`src/rtl/onoff_pkg.sv`:
```
`timescale 1ns/1ps
package onoff_pkg;

  // Next free-slot count with saturation at both ends.
  function automatic int unsigned free_next(input int unsigned cur,
                                            input int unsigned depth,
                                            input logic enq,
                                            input logic deq);
    if (enq && deq)             return cur;
    else if (enq && cur != 0)   return cur - 1;
    else if (deq && cur < depth) return cur + 1;
    else                        return cur;
  endfunction

  // Threshold pair legality: resume must sit strictly above stop.
  function automatic logic thr_illegal(input int unsigned t_off,
                                       input int unsigned t_on);
    return (t_on <= t_off);
  endfunction

  // Hysteresis decision for the go/stop level.
  function automatic logic level_next(input logic cur_on,
                                      input logic bad,
                                      input int unsigned free,
                                      input int unsigned t_off,
                                      input int unsigned t_on);
    if (bad)                        return 1'b0;
    else if (cur_on && free < t_off) return 1'b0;
    else if (!cur_on && free > t_on) return 1'b1;
    else                            return cur_on;
  endfunction

endpackage

```
`src/rtl/onoff_free_cnt.sv`:
```
`timescale 1ns/1ps
module onoff_free_cnt #(
  parameter int DEPTH = 16,
  parameter int CW    = $clog2(DEPTH + 1)
) (
  input  logic          clk,
  input  logic          rst_n,
  input  logic          enq_i,
  input  logic          deq_i,
  output logic [CW-1:0] free_o
);
  localparam logic [CW-1:0] FULL_FREE = CW'(DEPTH);

  logic [CW-1:0] free_q;
  logic [CW-1:0] free_d;

  assign free_d = CW'(onoff_pkg::free_next(int'(unsigned'(free_q)), DEPTH, enq_i, deq_i));

  always_ff @(posedge clk or negedge rst_n) begin
    if (!rst_n) free_q <= FULL_FREE;
    else        free_q <= free_d;
  end

  assign free_o = free_q;
endmodule

```
`src/rtl/onoff_hyst.sv`:
```
`timescale 1ns/1ps
module onoff_hyst #(
  parameter int CW = 5
) (
  input  logic          clk,
  input  logic          rst_n,
  input  logic [CW-1:0] free_i,
  input  logic [CW-1:0] thr_off_i,
  input  logic [CW-1:0] thr_on_i,
  output logic          bad_o,
  output logic          lvl_nxt_o,
  output logic          lvl_o,
  output logic          evt_valid_o,
  output logic          evt_on_o
);
  logic lvl_q;
  logic evt_q;

  assign bad_o = onoff_pkg::thr_illegal(int'(unsigned'(thr_off_i)),
                                        int'(unsigned'(thr_on_i)));

  assign lvl_nxt_o = onoff_pkg::level_next(lvl_q, bad_o,
                                           int'(unsigned'(free_i)),
                                           int'(unsigned'(thr_off_i)),
                                           int'(unsigned'(thr_on_i)));

  always_ff @(posedge clk or negedge rst_n) begin
    if (!rst_n) begin
      lvl_q <= 1'b1;
      evt_q <= 1'b0;
    end else begin
      lvl_q <= lvl_nxt_o;
      evt_q <= (lvl_nxt_o != lvl_q);
    end
  end

  assign lvl_o       = lvl_q;
  assign evt_valid_o = evt_q;
  assign evt_on_o    = lvl_q;
endmodule

```
`src/rtl/onoff_tx_gate.sv`:
```
`timescale 1ns/1ps
module onoff_tx_gate (
  input  logic clk,
  input  logic rst_n,
  input  logic evt_valid_i,
  input  logic evt_on_i,
  output logic send_en_o
);
  logic en_q;

  always_ff @(posedge clk or negedge rst_n) begin
    if (!rst_n)          en_q <= 1'b1;
    else if (evt_valid_i) en_q <= evt_on_i;
  end

  assign send_en_o = en_q;
endmodule

```
`src/rtl/onoff_bp_ctrl.sv`:
```
`timescale 1ns/1ps
module onoff_bp_ctrl #(
  parameter int DEPTH = 16,
  parameter int CW    = $clog2(DEPTH + 1)
) (
  input  logic          clk,
  input  logic          rst_n,
  input  logic          enq_i,
  input  logic          deq_i,
  input  logic [CW-1:0] thr_off_i,
  input  logic [CW-1:0] thr_on_i,
  input  logic          link_valid_i,
  input  logic          link_on_i,
  output logic          sig_valid_o,
  output logic          sig_on_o,
  output logic          state_on_o,
  output logic          cfg_bad_o,
  output logic [CW-1:0] free_o,
  output logic          send_en_o
);
  // Named internal events, brought out for the checker.
  logic [CW-1:0] free_w;
  logic          bad_w;
  logic          lvl_nxt_w;
  logic          lvl_w;
  logic          evt_v_w;
  logic          evt_on_w;
  logic          send_w;

  onoff_free_cnt #(.DEPTH(DEPTH), .CW(CW)) u_cnt (
    .clk(clk), .rst_n(rst_n), .enq_i(enq_i), .deq_i(deq_i), .free_o(free_w)
  );

  onoff_hyst #(.CW(CW)) u_hyst (
    .clk(clk), .rst_n(rst_n), .free_i(free_w),
    .thr_off_i(thr_off_i), .thr_on_i(thr_on_i),
    .bad_o(bad_w), .lvl_nxt_o(lvl_nxt_w), .lvl_o(lvl_w),
    .evt_valid_o(evt_v_w), .evt_on_o(evt_on_w)
  );

  onoff_tx_gate u_gate (
    .clk(clk), .rst_n(rst_n),
    .evt_valid_i(link_valid_i), .evt_on_i(link_on_i),
    .send_en_o(send_w)
  );

  assign free_o      = free_w;
  assign cfg_bad_o   = bad_w;
  assign state_on_o  = lvl_w;
  assign sig_valid_o = evt_v_w;
  assign sig_on_o    = evt_on_w;
  assign send_en_o   = send_w;
endmodule

```
`config.mk`:
```
export PLATFORM = sky130hd
export DESIGN_NAME = onoff_bp_ctrl
export DESIGN_NICKNAME = d
export VERILOG_FILES = /design/src/rtl/onoff_pkg.sv /design/src/rtl/onoff_free_cnt.sv /design/src/rtl/onoff_hyst.sv /design/src/rtl/onoff_tx_gate.sv /design/src/rtl/onoff_bp_ctrl.sv
export SDC_FILE = /design/constraint.sdc
export NUM_CORES = 1
export LEC_CHECK = 0
export BUFFER_PORTS_ARGS = -buffer_cell sky130_fd_sc_hd__buf_2
export CORE_ASPECT_RATIO = 1.25
export CORE_UTILIZATION = 35
export DETAILED_ROUTE_END_ITERATION = 10
export SYNTH_ARGS = -nofsm -noshare
export SYNTH_HDL_FRONTEND = slang
export SYNTH_SLANG_ARGS = --single-unit
```
`constraint.sdc`:
```
create_clock -name clk -period 2.7 [get_ports clk]
set_clock_uncertainty 0.15 [all_clocks]
set_input_delay 0.27 -clock clk [delete_from_list [all_inputs] [get_ports clk]]
set_output_delay 0.27 -clock clk [all_outputs]
set_load 0.01 [all_outputs]
```
==> results of run 1 <==
metal layers:
layer / vias up / track usage (%) / routed length (µm)
li1: 372 / - / -
met1: 338 / 17.7 / 720
met2: 18 / 26.5 / 927
met3: 0 / 0.974 / 69
met4: 0 / 3.90 / 0
met5: - / 0 / 0
critical path, delay by kind of cell, from the launching register on:
kind / cells / cell delay [ns]
AND/OR/NAND/NOR: 3 / 0.69
AO/OA/AOI/OAI: 2 / 0.37
XOR/XNOR: 2 / 0.34
flip-flops: 1 / 0.44
adder cells (fa/ha/maj): 1 / 0.34
buffers and inverters: 1 / 0.11
cells by family (layout without fill, tap and decap cells):
family | count (synthesis) | in the layout
flip-flops | 8 | 8
AND/OR/NAND/NOR | 22 | 22
AO/OA/AOI/OAI | 20 | 20
adder cells (fa/ha/maj) | 18 | 18
multiplexers | 1 | 1
buffers and inverters | 15 | 46
XOR/XNOR | 5 | 5
timing repair:
action / in CTS / in global routing
setup buffers: 0 / 0
endpoints found under the hold margin: 8 / 0
hold buffers: 1 / 0
state kept, by name (all words and copies together), names as in the netlist:
name,count
u_cnt.free_o,5
u_gate.send_en_o,1
u_hyst.evt_on_o,1
u_hyst.evt_valid_o,1
power by group:
group          internal, W  leakage [nW]  switching, W
combinational     0.000276         0.442      0.000308
sequential        0.000187        0.0930     0.0000672
clock            0.0000564        0.0150     0.0000390
total             0.000520         0.550      0.000414
cell type report:
class | instances | area (µm²)
Fill cell | 227 | 1170
Multi-Input combinational cell | 66 | 544
Sequential cell | 8 | 204
Timing Repair Buffer | 28 | 150
Inverter | 14 | 52.6
Tap cell | 31 | 38.8
Clock buffer | 4 | 26.3
metrics by stage:
stage	instances	total power, W	utilization [%]
floorplan	89	0.000654	-
global placement	146	0.000822	44.8
detailed placement	146	0.000848	44.8
CTS	151	0.000950	46.5
global route	151	0.00104	46.5
finish	151	0.000934	46.5
cell usage in the layout (no fill, tap or decap), types with 4 or more instances in the layout:
| cell | count |
|---|---|
| buf_2 | 25 |
| ha_1 | 17 |
| inv_1 | 14 |
| a21oi_1 | 6 |
| nand2_1 | 5 |
| dfrtp_1 | 5 |
| nor2_1 | 4 |
| o21ai_0 | 4 |
| xor2_1 | 4 |
path summary, 6_finish.rpt:
kind	to	from	slack, ns	cells past startpoint
worst max register to register	u_cnt.free_o[4]	u_cnt.free_o[0]	0.18	9
min in group asynchronous	u_cnt.free_o[1]	rst_n	0.24	2
worst max-delay path	u_cnt.free_o[4]	u_cnt.free_o[0]	0.18	9
worst min-delay path	u_gate.send_en_o	link_on_i	0.11	2
worst min register to register	u_hyst.evt_on_o	u_hyst.evt_on_o	0.39	2
max in group asynchronous	u_gate.send_en_o	rst_n	1.92	2
==> flow_summary.ini, run 1 <==
[status]
status = finished, final reports clean

[synthesis]
synth.net_count = 123
synth-async-reset-ratio_pct = 100
synth_top_family_by_area = adder cells
yosysTopAreaCellShare_pct = 26.3
ys_ff_latch = 8
synth_fa_ha_area_share_pct = 28.8
synth_compound_area_share_pct = 17.3
synth_mux_area_share_pct = 1.39
ys_warn_count = 0
synth_area_leader_cell = ha_1
synth_ff_type = dfrtp_1
synth-xor-area-share_pct = 5.42
syn_inst = 89
synth.top_cells.by_area = ha_1 (26%), dfrtp_1 (15%), dfstp_2 (9.8%)
syn_avg_cell_area_um2 = 9.08
yosys.area_share.simple_pct = 14.4
synth.most_common_cell = ha_1
synth_common_cells = ha_1 (17), inv_1 (14), a21oi_1 (6), dfrtp_1 (5), nand2_1 (5)
synth_area_um2 = 808
synth_edf_count = 0
ys_seq_area_share_pct = 25.2
ys_types = 31

[clocking]
h-tree-depth = 1
clk_pin_slew_ns = 0.06
cts_resized = 0
numClockSinks = 8
numCtsBuffers = 3
root_buffer = clkbuf_4
cts_buffer_depth = 2
insertion_delay_ns = 0.25
tritoncts = built

[global_routing]
antenna_found_initial = 0
grt_use_total_pct = 14.6
grt.overflow.total = 0
grt_pass1_wl_mm = 2.78
grt_max_degree = 9
grt_pass1_vias = 695

[place]
dp_hpwl_mm = 1.45
dpl_cell_area_um2 = 980
gp_congestion = 0.774
dp_slack_ns = 0.197
port_buffers = 25

[floorplan]
die_width_um = 45.0
initial_core_util_pct = 37.0
ioPinCount = 26
coreArea_um2 = 2190
die_h_um = 55.7
rows = 19
die_area_um2 = 2510

[worst_setup_path]
cp_slowest_cell = or4_4
slowest_delay_ns = 0.57
critical_path_arrival_ns = 2.54
endpoint_kind = flop
cp_common_cell = xor2_1
cp.required_ns = 2.73
worstPathCellList = or4_4 > o21ai_2 > inv_1 > ha_1 > nand2b_1 > a21oi_1 > xor2_1 > nor2_2 > xor2_1
cp-start-kind = flop
cp_max_fo = 6
critPathKind = flop to flop

[power]
p_leak_nw = 0.550
vdd_drop_max_mv = 0.588
power_density_nw_per_um2 = 919

[timing]
tns_ns = 0
period_needed_ns = 2.52
tightest_slew_ns = 0.598
final_max_slew_viol_count = 0
finalCritPeriodShare_pct = 93.1
finalHoldViolations = 0
holdWs_ns = 0.108
grt_setup_unrepaired = false
setup_ws_ns = 0.185
setup_viol = 0
slew_headroom_pct = 59.1
timing.fmax_mhz = 398

[drt]
drt_iter0_drc = 5
wire_per_inst_um = 11.4
finalWirelength_mm = 1.72
detail-route-antenna-nets = 0
viasPerCell = 4.82
drc_errors = 0
num_vias = 728
dr.pass1.iters = 4

[cells_and_area]
diodes = 0
area_growth_pct = 25.7
drive_gt1_share_pct = 31.7
fin_area_um2 = 1020
final_nets = 155

[min_path]
hold_class = input port to flop

[flow_run]
max_cap_violations = 0
(Power assumes the default switching activity.)
==> run 2: changes to the inputs <==
--- a/config.mk
+++ b/config.mk
@@ -6,9 +6,12 @@
 export NUM_CORES = 1
 export LEC_CHECK = 0
 export BUFFER_PORTS_ARGS = -buffer_cell sky130_fd_sc_hd__buf_2
+export CELL_PAD_IN_SITES_DETAIL_PLACEMENT = 1
+export CELL_PAD_IN_SITES_GLOBAL_PLACEMENT = 2
 export CORE_ASPECT_RATIO = 1.25
-export CORE_UTILIZATION = 35
+export CORE_UTILIZATION = 29
 export DETAILED_ROUTE_END_ITERATION = 10
+export PLACE_DENSITY_LB_ADDON = 0.1
 export SYNTH_ARGS = -nofsm -noshare
 export SYNTH_HDL_FRONTEND = slang
 export SYNTH_SLANG_ARGS = --single-unit
==> flow_summary.ini, run 2 (synthesis results as in run 1) <==
[place]
dp_hpwl_mm = 1.65
port_buffers = 25
gp_congestion = 0.779
dp.cells = 150
dpl_cell_area_um2 = 991

[floorplan]
rows = 21
ioPinCount = 26
die_area_um2 = 3000
initial_core_util_pct = 30.5
coreArea_um2 = 2650
die_width_um = 49.2
die_h_um = 61.0

[timing]
final_max_slew_viol_count = 0
tns_ns = 0
period_needed_ns = 2.49
slew_headroom_pct = 61.3
holdWs_ns = 0.100
timing.fmax_mhz = 402
grt_setup_unrepaired = false
tightest_slew_ns = 0.566
finalHoldViolations = 0
setup_viol = 0
finalCritPeriodShare_pct = 92.2

[clocking]
cts_setup_buffers = 0
root_buffer = clkbuf_4
clk_pin_slew_ns = 0.05
numClockSinks = 8
h-tree-depth = 1
numCtsBuffers = 3
cts_buffer_depth = 2
insertion_delay_ns = 0.25
tritoncts = built

[worst_setup_path]
endpoint_kind = flop
reg2reg_from = u_cnt.free_o[0]
crit_start = u_cnt.free_o[0]
r2r_setup_slack_ns = 0.21
critPathKind = flop to flop
critical_path_arrival_ns = 2.52
cp.required_ns = 2.73
rr_worst_depth = 9
cp_max_fo = 6
cp-start-kind = flop
regToRegEndpoint = u_cnt.free_o[4]

[power]
power_density_nw_per_um2 = 933
totalPowerFinal_w = 0.000965
p_leak_nw = 0.556
vdd_drop_max_mv = 0.470

[drt]
wire_per_inst_um = 12.3
num_vias = 720
drc_errors = 0
viasPerCell = 4.65
finalWirelength_mm = 1.91
detail-route-antenna-nets = 0
dr.pass1.iters = 3
drt_iter0_drc = 7

[min_path]
holdPathStages = 2
hold_end = u_gate.send_en_o
min-delay-start = link_on_i
hold_class = input port to flop

[global_routing]
grt_max_degree = 9
grt_pass1_vias = 694
antenna_found_initial = 0
use_met2_pct = 27.8
grt_use_total_pct = 14.5
gr-max-usage-layer = met2
met1_usage_pct = 16.3
grt_pass1_wl_mm = 3.19
gr-usage-met3_pct = 3.21
grt.overflow.total = 0

[cells_and_area]
final_nets = 156
diodes = 0
layout_common_cells = buf_2 (25), ha_1 (17), inv_1 (14)
layout_commonest_cell = buf_2
fin_area_um2 = 1030
largest_register_ffs = 5
stdcell_count = 155
area_growth_pct = 28.0
drive_gt1_share_pct = 32.2

[flow_run]
max_cap_violations = 0

[status]
status = finished, final reports clean
-- run 2: cell count changes in the layout (fill, tap and decap cells not counted) --
cell and change:
o21ai_2 -1, buf_4 +1, o21ai_4 +1
-- run 2: power by group --
part | total (W) | internal (W) | switching, W
Combinational | 0.000622 | 0.000290 | 0.000331
Clock | 0.0000973 | 0.0000565 | 0.0000408
Sequential | 0.000247 | 0.000186 | 0.0000601
Total | 0.000965 | 0.000533 | 0.000432
-- run 2: metal layers --
layer / vias up / part of all wire, %
met5: - / 0
met1: 331 / 41
met3: 0 / 3.8
met4: 0 / 0
li1: 371 / -
met2: 18 / 55
-- run 2: timing repair --
item                                    CTS  global route
endpoints found under the hold margin     8             0
hold buffers                              1             0
gates resized for setup                   0             1
endpoints found under the setup margin    0             1
-- run 2: through the flow --
stage | setup slack (ns) | util (%)
floorplan | 0.324 | -
global placement | 0.228 | 37.3
detailed placement | 0.161 | 37.3
CTS | 0.151 | 38.7
global route | 0.0151 | 39.0
finish | 0.210 | 39.0
-- run 2: area by class of cell --
class | instances | area (µm²)
clock buffers | 4 | 26.3
well taps | 34 | 42.5
fillers | 330 | 1620
flip-flops and latches | 8 | 204
multi-input cells | 66 | 552
repair buffers | 29 | 158
inverters | 14 | 52.6
-- run 2: worst max-delay path by stage --
stage	endpoint	slack, ns	cells after the start
4_1_cts	u_cnt.free_o[4]	0.15	9
5_1_grt	u_cnt.free_o[4]	0.02	9
2_1_floorplan	u_cnt.free_o[4]	0.32	9
3_3_place_gp	u_cnt.free_o[4]	0.23	9
6_report	u_cnt.free_o[4]	0.21	9
3_5_place_dp	u_cnt.free_o[4]	0.16	9
-- run 2: critical path: stages (launching register included) --
cell      delay, ns
dfrtp_1        0.44
or4_4          0.58
o21ai_4        0.17
inv_1          0.10
ha_1           0.33
nand2b_1       0.07
a21oi_1        0.16
xor2_1         0.22
nor2_2         0.05
xor2_1         0.14
